===== config.mk =====
export PLATFORM = sky130hd
export DESIGN_NAME = beat_seq
export DESIGN_NICKNAME = d
export VERILOG_FILES = /design/src/rtl/beat_seq_pkg.sv /design/src/rtl/beat_seq_mode.sv /design/src/rtl/beat_seq_aslot.sv /design/src/rtl/beat_seq_dstage.sv /design/src/rtl/beat_seq.sv
export SDC_FILE = /design/constraint.sdc
export NUM_CORES = 1
export LEC_CHECK = 0
export CORE_UTILIZATION = 45
export DETAILED_ROUTE_END_ITERATION = 16
export DONT_BUFFER_PORTS = 1
export PLACE_DENSITY_LB_ADDON = 0.15
export SETUP_SLACK_MARGIN = 0.02
export SYNTH_ARGS = -nofsm -noshare
export SYNTH_HDL_FRONTEND = slang
export SYNTH_SLANG_ARGS = --single-unit
export TNS_END_PERCENT = 1

===== constraint.sdc =====
create_clock -name clk -period 4.5 [get_ports clk]
set_input_delay 0.225 -clock clk [delete_from_list [all_inputs] [get_ports clk]]
set_output_delay 0.225 -clock clk [all_outputs]
set_load 0.05 [all_outputs]

===== src/rtl/beat_seq_pkg.sv =====
package beat_seq_pkg;
  localparam int ADDR_W       = 32;
  localparam int LINE_BYTES   = 32;
  localparam int WIDE_BYTES   = 8;
  localparam int NARROW_BYTES = WIDE_BYTES / 2;
  localparam int WIDE_SH      = $clog2(WIDE_BYTES);
  localparam int NARROW_SH    = $clog2(NARROW_BYTES);
  localparam int CNT_W        = $clog2(LINE_BYTES / NARROW_BYTES) + 1;
  localparam int SIZE_W       = $clog2(WIDE_BYTES) + 1;
  localparam int LANE_W       = WIDE_BYTES;

  typedef struct packed {
    logic [ADDR_W-1:0] addr;
    logic [SIZE_W-1:0] size;
    logic              burst;
    logic              write;
    logic              wide;
    logic [CNT_W-1:0]  nbeats;
  } txn_t;

  // Number of data beats for a transaction on the given bus width.
  function automatic logic [CNT_W-1:0] beat_count(input logic wide,
                                                  input logic burst,
                                                  input logic [SIZE_W-1:0] size);
    if (burst)
      return wide ? CNT_W'(LINE_BYTES / WIDE_BYTES) : CNT_W'(LINE_BYTES / NARROW_BYTES);
    if (!wide && (size > SIZE_W'(NARROW_BYTES)))
      return CNT_W'(WIDE_BYTES / NARROW_BYTES);
    return CNT_W'(1);
  endfunction
endpackage


===== src/rtl/beat_seq_mode.sv =====
module beat_seq_mode (
  input  logic clk,
  input  logic rst_n,
  input  logic strap,
  output logic wide,
  output logic settled
);
  logic init_q, init_d;
  logic wide_q, wide_d;

  always_comb begin
    init_d = init_q;
    wide_d = wide_q;
    if (init_q) begin
      init_d = 1'b0;
      wide_d = strap;
    end
  end

  always_ff @(posedge clk or negedge rst_n) begin
    if (!rst_n) begin
      init_q <= 1'b1;
      wide_q <= 1'b1;
    end else begin
      init_q <= init_d;
      wide_q <= wide_d;
    end
  end

  assign wide    = wide_q;
  assign settled = !init_q;
endmodule


===== src/rtl/beat_seq_aslot.sv =====
module beat_seq_aslot
  import beat_seq_pkg::*;
(
  input  logic clk,
  input  logic rst_n,
  input  logic load,
  input  txn_t load_txn,
  input  logic retry,
  input  logic ds_free,
  output logic busy,
  output logic tenure,
  output logic hand,
  output txn_t txn
);
  logic v_q, v_d;
  logic done_q, done_d;
  txn_t txn_q, txn_d;
  logic passed;

  always_comb begin
    tenure = v_q && !done_q;
    passed = done_q || (tenure && !retry);
    hand   = v_q && passed && ds_free;

    v_d    = v_q;
    done_d = done_q;
    txn_d  = txn_q;
    if (hand) begin
      v_d    = 1'b0;
      done_d = 1'b0;
    end else if (tenure && !retry) begin
      done_d = 1'b1;
    end
    if (load) begin
      v_d    = 1'b1;
      done_d = 1'b0;
      txn_d  = load_txn;
    end
  end

  always_ff @(posedge clk or negedge rst_n) begin
    if (!rst_n) begin
      v_q    <= 1'b0;
      done_q <= 1'b0;
    end else begin
      v_q    <= v_d;
      done_q <= done_d;
    end
  end

  always_ff @(posedge clk) begin
    if (load) txn_q <= txn_d;
  end

  assign busy = v_q;
  assign txn  = txn_q;
endmodule


===== src/rtl/beat_seq_dstage.sv =====
module beat_seq_dstage
  import beat_seq_pkg::*;
(
  input  logic              clk,
  input  logic              rst_n,
  input  logic              load,
  input  txn_t              load_txn,
  input  logic              ack,
  output logic              valid,
  output logic              free,
  output logic [ADDR_W-1:0] addr,
  output logic [LANE_W-1:0] lanes,
  output logic              last,
  output logic              write
);
  localparam int ONES_W = 2 * LANE_W;

  logic v_q, v_d;
  txn_t t_q;
  logic [CNT_W-1:0] cnt_q, cnt_d;

  int unsigned       sh;
  logic [ADDR_W-1:0] span_mask, idx_w;
  logic [LANE_W-1:0] full_lanes;
  logic [ONES_W-1:0] ones;
  logic [ADDR_W-1:0] lane_off;
  logic              multi;

  always_comb begin
    last = v_q && (cnt_q == (t_q.nbeats - CNT_W'(1)));
    free = !v_q || (ack && last);

    v_d   = v_q;
    cnt_d = cnt_q;
    if (v_q && ack) begin
      if (last) v_d = 1'b0;
      else      cnt_d = cnt_q + CNT_W'(1);
    end
    if (load) begin
      v_d   = 1'b1;
      cnt_d = '0;
    end
  end

  // Beat address: wrap inside the aligned span of the whole transfer.
  always_comb begin
    sh        = t_q.wide ? WIDE_SH : NARROW_SH;
    multi     = t_q.burst || (t_q.nbeats != CNT_W'(1));
    span_mask = (ADDR_W'(t_q.nbeats) << sh) - ADDR_W'(1);
    idx_w     = ((t_q.addr >> sh) + ADDR_W'(cnt_q)) & (ADDR_W'(t_q.nbeats) - ADDR_W'(1));
    addr      = multi ? ((t_q.addr & ~span_mask) | (idx_w << sh)) : t_q.addr;
  end

  // Byte lanes: full bus for multi-beat, contiguous run otherwise.
  always_comb begin
    full_lanes = t_q.wide ? {LANE_W{1'b1}} : LANE_W'({NARROW_BYTES{1'b1}});
    ones       = (ONES_W'(1) << t_q.size) - ONES_W'(1);
    lane_off   = t_q.addr & ((ADDR_W'(1) << sh) - ADDR_W'(1));
    lanes      = multi ? full_lanes : (LANE_W'(ones << lane_off) & full_lanes);
  end

  always_ff @(posedge clk or negedge rst_n) begin
    if (!rst_n) begin
      v_q   <= 1'b0;
      cnt_q <= '0;
    end else begin
      v_q   <= v_d;
      cnt_q <= cnt_d;
    end
  end

  always_ff @(posedge clk) begin
    if (load) t_q <= load_txn;
  end

  assign valid = v_q;
  assign write = t_q.write;
endmodule


===== src/rtl/beat_seq.sv =====
module beat_seq
  import beat_seq_pkg::*;
(
  input  logic              clk,
  input  logic              rst_n,
  input  logic              strap_wide,
  input  logic              req_valid,
  output logic              req_ready,
  input  logic [ADDR_W-1:0] req_addr,
  input  logic [SIZE_W-1:0] req_size,
  input  logic              req_burst,
  input  logic              req_write,
  output logic              at_valid,
  output logic [ADDR_W-1:0] at_addr,
  output logic              at_write,
  output logic              at_burst,
  input  logic              addr_retry,
  output logic              beat_valid,
  output logic [ADDR_W-1:0] beat_addr,
  output logic [LANE_W-1:0] beat_lanes,
  output logic              beat_last,
  output logic              beat_write,
  input  logic              data_ack
);
  logic wide, settled;
  logic slot_busy, hand, ds_free, accept;
  txn_t in_txn, slot_txn;

  beat_seq_mode u_mode (
    .clk     (clk),
    .rst_n   (rst_n),
    .strap   (strap_wide),
    .wide    (wide),
    .settled (settled)
  );

  always_comb begin
    in_txn.addr   = req_addr;
    in_txn.size   = req_size;
    in_txn.burst  = req_burst;
    in_txn.write  = req_write;
    in_txn.wide   = wide;
    in_txn.nbeats = beat_count(wide, req_burst, req_size);
  end

  assign req_ready = settled && !slot_busy;
  assign accept    = req_valid && req_ready;

  beat_seq_aslot u_aslot (
    .clk      (clk),
    .rst_n    (rst_n),
    .load     (accept),
    .load_txn (in_txn),
    .retry    (addr_retry),
    .ds_free  (ds_free),
    .busy     (slot_busy),
    .tenure   (at_valid),
    .hand     (hand),
    .txn      (slot_txn)
  );

  assign at_addr  = slot_txn.addr;
  assign at_write = slot_txn.write;
  assign at_burst = slot_txn.burst;

  beat_seq_dstage u_dstage (
    .clk      (clk),
    .rst_n    (rst_n),
    .load     (hand),
    .load_txn (slot_txn),
    .ack      (data_ack),
    .valid    (beat_valid),
    .free     (ds_free),
    .addr     (beat_addr),
    .lanes    (beat_lanes),
    .last     (beat_last),
    .write    (beat_write)
  );
endmodule


==> results of run 1 <==
[critical path: stages, from the launching register on]
cell and delay (ps):
edfxtp_1 680, mux2_2 400, ha_1 230, fa_1 420
nand3_1 130, and2_1 380, nor4b_4 90, buf_4 190
and4bb_2 250, or3_1 340, a32o_1 440
[worst max path at each step]
stage | end | slack [ps] | cells past startpoint
5_1_grt | beat_addr[30] | 170 | 10
4_1_cts | beat_addr[30] | 360 | 10
3_3_place_gp | beat_addr[30] | 870 | 10
6_report | beat_addr[30] | 370 | 10
3_5_place_dp | beat_addr[30] | 770 | 10
2_1_floorplan | beat_addr[6] | 90 | 13
[cells in the mapped netlist, drive strengths merged (3+ instances only)]
master and number:
nand3b 3, o221ai 3, a211oi 5, xnor2 9
nor2 32, o211ai 9, nand4 15, nand2 51
and2 8, o31ai 6, o21ai 39, a211o 5
a31oi 4, buf 42, nor4 10, a22oi 5
dfrtp 7, a21o 6, ha 10, nand3 18
nor4b 3, a32oi 3, or3 3, and3 8
edfxtp 86, a21oi 23, mux2i 12, nand2b 6
inv 20, nor3 21, o21a 5, nor2b 9
xor2 7, mux2 12, a22o 4, clkbuf 25
[placed cells by master (no fill, tap or decap), drive strengths merged, types with 7 or more instances in the layout]
cell	instances
nor4	10
nor2b	9
clkbuf	9
inv	21
a21oi	23
nand4	15
and2	8
nand2	51
ha	10
xnor2	9
xor2	7
edfxtp	86
mux2	12
nand3	18
and3	8
mux2i	12
nor2	32
o21ai	39
o211ai	9
dfrtp	7
nor3	21
buf	27
dlygate4sd3	40
[per-layer routing]
layer,share of wire [%],vias to the layer above
met5,0,-
met4,1.6,0
met3,7.1,21
met2,46,184
met1,45,2158
li1,-,2133
[kinds of logic after synthesis]
| family | synth area share [%] |
|---|---|
| fa+ha+maj | 2.49 |
| flops | 48.2 |
| compound gates | 16.0 |
| mux | 4.37 |
| buf+inv | 8.04 |
| xor+xnor | 2.79 |
| other cells | 0.0643 |
| simple gates | 18.0 |
[layout make-up]
class	instances	share of cell area, %
clock inverter	7	1.05
sequential	95	42.7
inverter	20	1.14
multi-input combinational	388	39.2
clock buffer	9	3.43
timing repair buffer	67	9.17
tap	172	3.27
[sequential cells by signal, summed over array words and instances, names as in the netlist]
name	flops
u_aslot.busy	1
u_aslot.done_q	1
u_aslot.txn	43
u_dstage.cnt_q	4
u_dstage.t_q	42
u_dstage.valid	1
u_dstage.write	1
u_mode.init_q	1
u_mode.wide	1
[power groups by stage]
stage | Clock, mW | Sequential, mW | Combinational (mW)
after floorplan | 0 | 1.20 | 0.893
after global placement | 0 | 1.35 | 0.946
after detailed placement | 0 | 1.35 | 0.966
after CTS | 0.771 | 1.33 | 1.00
after global routing | 0.798 | 1.36 | 1.08
final | 0.740 | 1.34 | 1.00
==> summary.txt, run 1 <==
GRT
  • Total global routing track utilization: 21.6%
  • GR Util met2: 32.0%
  • Most Crowded Layer GR: met2
  • Largest net degree at the start of global routing: 46
  • Gr ovfl total: 0
  • Via count of the first global-routing pass: 4147
  • Global-route wire length before repair: 21.8 mm
  • GR Util met3: 6.17%
  • GR Layer Usage met1: 30.0%
  • Initial antenna violation count: 0

Floorplan
  • Initial Util: 46.2%
  • # rows: 41
  • Die Area: 13400 sq um
  • Core area: 12600 sq um
  • Overall die width: 116 um
  • Die H: 116 um
  • Ports: 123

Logic synthesis
  • Seq/Total Area, Yosys: 48.2%
  • Post-synth top area cell: edfxtp_1
  • Synth warn: 0
  • Netlist Area Pre-Place: 5830 sq um
  • Number of synthesized register bits: 95
  • Mean Syn Cell Area: 10.2 sq um
  • Area contributors post-synth: edfxtp_1 44%, buf_4 4.2%, o21ai_0 3.2%
  • Synth top area share: 44.3%
  • Syn_nets: 625
  • Top FF cell, synth: edfxtp_1
  • Asr flop ratio synth: 9.47%
  • Synth cell types: 75
  • Mapped Cells: 570
  • EDFF count, synth: 86

Clock tree
  • Setup Fix Bufs, Post-CTS: 0
  • Clock latency on the worst-skew pair: 350 ps
  • Post_cts resized: 0
  • Total CTS buffers: 9
  • Clk slew on worst S/H paths: 80 ps
  • Clock Sinks: 95
  • TritonCTS clock tree: built
  • Max Buffers Root-to-Sink: 2
  • Hold_buf cts: 40
  • Clock Tree Root: clkbuf_16
  • # H-tree levels: 3

Final layout
  • Number of nets in the layout: 636
  • Filler cells: 1158
  • Post-route cell area: 6580 sq um
  • N_diodes: 0
  • Area Overhead vs Synth: 12.7%
  • Register area: 2810 sq um
  • Final non-filler cell total: 758
  • Footprint of the multi-input gates: 2580 sq um
  • Final design utilization: 52.1%
  • Share of post-route cells with drive strength above 1: 12.6%

STA
  • Final max-slew violation count: 0
  • Endpoints failing setup: 0
  • Slew HR: 26.5%
  • Final hold violations: 0
  • Final hold slack: 31.5 ps
  • Setup TNS: 0 ps
  • Crit path time final: 4130 ps
  • Final critical-path share of the clock period: 91.8%
  • Actual slew at the worst max-slew pin: 1100 ps
  • Max Freq: 0.242 GHz
  • Worst setup margin: 370 ps
  • Unrepaired setup endpoints after global routing: false
  • Clock Skew: 10.7 ps

Detailed routing
  • DRT iter0 DRCs: 525
  • Remaining antenna violation count after routing: 0
  • Routed wire per std cell: 18.6 um
  • Vias post-DR: 4496
  • Total Routed Length: 14.1 mm
  • TritonRoute pass-1 iters: 5
  • Drt drc: 0
  • Vias/cell: 5.93

Flow run
  • Max-cap violations: 0

Setup path
  • Crit path kind: reg2out
  • Critical-path maximum fanout: 15
  • Startpoint types: flop
  • R2r endpoint: u_dstage.t_q[35]
  • R2r worst-path depth: 9
  • Setup crit start: u_dstage.t_q[4]
  • R2r startpoint: u_dstage.t_q[0]
  • FF-to-FF setup slack: 1370 ps
  • Worst path required time: 4280 ps
  • WP data arrival: 3910 ps
  • CP endpoint kind: output port

Placement
  • Placed Area: 5880 sq um
  • Dpl hpwl: 9.55 mm
  • Number of port buffers: 0
  • RePlAce Congestion: 0.893
  • Dpl cells: 702
  • Pre-CTS WS: 772 ps

Pwr
  • Sequential power share: 43.4%
  • Pleak: 2.30 nW
  • Internal: 1.84 mW
  • Clk network pwr share: 24.0%
  • Peak supply drop: 0.299 mV
  • Net switching fraction of the power: 40.3%
  • P_sw: 1.24 mW
  • Tot Pwr: 3.08 mW
  • Pwr dens: 468 nW/um^2
  • Gate power share: 32.5%

Worst hold path
  • Min-delay worst type: in2reg
  • Hold Path Sink: u_mode.wide
  • Hold Path Depth: 1
  • Hold Path Origin: strap_wide

Status
  • Status: completed
No activity file was read; power rests on OpenSTA's default activity.
==> run 2, diff against run 1 <==
--- a/config.mk
+++ b/config.mk
@@ -9,6 +9,7 @@
 export DETAILED_ROUTE_END_ITERATION = 16
 export DONT_BUFFER_PORTS = 1
 export PLACE_DENSITY_LB_ADDON = 0.15
+export RECOVER_POWER = 100
 export SETUP_SLACK_MARGIN = 0.02
 export SYNTH_ARGS = -nofsm -noshare
 export SYNTH_HDL_FRONTEND = slang
==> summary.txt, run 2 (synthesized netlist as in run 1, its figures left out) <==
Flow run
  • Max-cap violations: 5 (was 0)

Placement
  • RePlAce Congestion: 0.893 (unchanged)
  • Number of port buffers: 0 (unchanged)
  • Placed Area: 5880 sq um (unchanged)
  • Dpl cells: 702 (unchanged)
  • Dpl hpwl: 9.55 mm (unchanged)

STA
  • Endpoints failing setup: 0 (unchanged)
  • Final hold violations: 0 (unchanged)
  • Final max-slew violation count: 50 (was 0)
  • Final hold slack: 33.6 ps (was 31.5 ps)
  • Slew HR: -101% (was 26.5%)
  • Actual slew at the worst max-slew pin: 3010 ps (was 1100 ps)
  • Final critical-path share of the clock period: 91.4% (was 91.8%)
  • Max Freq: 0.243 GHz (was 0.242 GHz)
  • Crit path time final: 4120 ps (was 4130 ps)
  • Clock Skew: 10.5 ps (was 10.7 ps)
  • Setup TNS: 0 ps (unchanged)
  • Unrepaired setup endpoints after global routing: false (unchanged)

Setup path
  • Crit path kind: reg2out (unchanged)
  • Critical path buffers and inverters: 1 (unchanged)
  • Family with the most delay on the worst path: simple AND/OR/NAND/NOR gates (unchanged)
  • Max stage delay cell, worst path: edfxtp_1 (unchanged)
  • Worst path required time: 4280 ps (about the same)
  • WP data arrival: 3890 ps (was 3910 ps)
  • Max incr delay on CP: 680 ps (about the same)
  • CP endpoint kind: output port (unchanged)
  • Startpoint types: flop (unchanged)
  • Critical-path maximum fanout: 15 (unchanged)
  • Crit path cell chain: mux2_2, ha_1, fa_1, nand3_1, and2_1, nor4b_1, buf_4, and4bb_2, or3_1, a32o_1 (was mux2_2, ha_1, fa_1, nand3_1, and2_1, nor4b_4, buf_4, and4bb_2, or3_1, a32o_1)

Final layout
  • N_diodes: 0 (unchanged)
  • Most frequent cells in the layout: 86 x edfxtp_1, 49 x nand2_1, 40 x dlygate4sd3_1 (unchanged)
  • Number of nets in the layout: 636 (unchanged)
  • Footprint of the multi-input gates: 2560 sq um (was 2580 sq um)
  • Final non-filler cell total: 758 (unchanged)
  • Max FFs per register: 43 (unchanged)
  • Area Overhead vs Synth: 11.4% (was 12.7%)
  • Commonest non-fill, non-tap cell in the layout: edfxtp_1 (unchanged)
  • Filler cells: 1178 (was 1158)
  • Post-route cell area: 6500 sq um (was 6580 sq um)
  • Register area: 2810 sq um (unchanged)
  • Final design utilization: 51.5% (was 52.1%)
  • Share of post-route cells with drive strength above 1: 9.90% (was 12.6%)

Clock tree
  • TritonCTS clock tree: built (unchanged)
  • Max Buffers Root-to-Sink: 2 (unchanged)
  • Clock latency on the worst-skew pair: 350 ps (about the same)
  • Clock Tree Root: clkbuf_16 (unchanged)
  • Total CTS buffers: 9 (unchanged)
  • # H-tree levels: 3 (unchanged)
  • Clock Sinks: 95 (unchanged)
  • Clk slew on worst S/H paths: 80 ps (about the same)
  • Post_cts resized: 0 (unchanged)
  • Setup Fix Bufs, Post-CTS: 0 (unchanged)

Floorplan
  • Ports: 123 (unchanged)
  • # rows: 41 (unchanged)
  • Die Area: 13400 sq um (unchanged)
  • Overall die width: 116 um (unchanged)
  • Die H: 116 um (unchanged)
  • Core area: 12600 sq um (unchanged)
  • Initial Util: 46.2% (unchanged)

Worst hold path
  • Min-delay worst type: in2reg (unchanged)

Detailed routing
  • Drt drc: 0 (unchanged)
  • Vias post-DR: 4478 (was 4496)
  • Remaining antenna violation count after routing: 0 (unchanged)
  • TritonRoute pass-1 iters: 5 (unchanged)
  • DRT iter0 DRCs: 491 (was 525)
  • Vias/cell: 5.91 (was 5.93)
  • Total Routed Length: 14.0 mm (was 14.1 mm)
  • Routed wire per std cell: 18.4 um (was 18.6 um)

GRT
  • Global-route wire length before repair: 21.8 mm (unchanged)
  • Largest net degree at the start of global routing: 46 (unchanged)
  • Gr ovfl total: 0 (unchanged)
  • Via count of the first global-routing pass: 4147 (unchanged)
  • Initial antenna violation count: 0 (unchanged)
  • Total global routing track utilization: 21.6% (unchanged)

Status
  • Status: finished, violations left (was completed)
  • Failing checks: capacitance limit, slew limit

Pwr
  • Pwr dens: 469 nW/um^2 (was 468 nW/um^2)
  • Pleak: 2.24 nW (was 2.30 nW)
  • Peak supply drop: 0.300 mV (was 0.299 mV)
-- run 2: cell types whose count changed in the layout (fill, tap and decap cells not counted), sizes merged --
| cell | change |
|---|---|
| buf | -17 |
| clkbuf | +17 |
-- run 2: metal layers --
layer  share of wire (%)  wire length, um  track usage (%)  up-vias
met3                 7.3             1020             6.17       21
met2                  46             6410             32.0      156
met5                   0                0                0        -
li1                    -                -                -     2127
met4                 1.5              209             7.61        0
met1                  45             6320             30.0     2174
-- run 2: where the power goes --
group	internal [mW]	total, mW	leakage, nW	switching, mW
clock	0.388	0.740	0.142	0.353
combinational	0.318	0.970	1.22	0.652
sequential	1.11	1.34	0.881	0.230
-- run 2: final timing paths --
check	endpoint	from	cells past startpoint	slack [ps]
max	beat_addr[30]	u_dstage.t_q[4]	10	380
min reg2reg	u_dstage.t_q[4]	u_aslot.txn[4]	0	410
max in group asynchronous	u_mode.wide	rst_n	1	3950
min in group asynchronous	u_aslot.busy	rst_n	1	230
max reg2reg	u_aslot.txn[33]	u_aslot.busy	2	580
min	u_mode.wide	strap_wide	1	30
-- run 2: layout make-up --
class | count | area share [%]
tap | 172 | 3.31
clock buffer | 9 | 3.47
inverter | 20 | 1.16
sequential | 95 | 43.2
clock inverter | 7 | 1.06
multi-input combinational | 388 | 39.3
timing repair buffer | 67 | 8.43
-- run 2: repair_timing --
action,CTS,global route
endpoints found under the hold margin,49,0
hold buffers,40,0
setup endpoints to repair,0,0
-- run 2: metrics by stage --
step	setup slack (ps)	total power, mW
floorplan	86.5	2.10
global placement	873	2.30
detailed placement	772	2.32
CTS	356	3.10
global route	144	3.21
finish	385	3.05
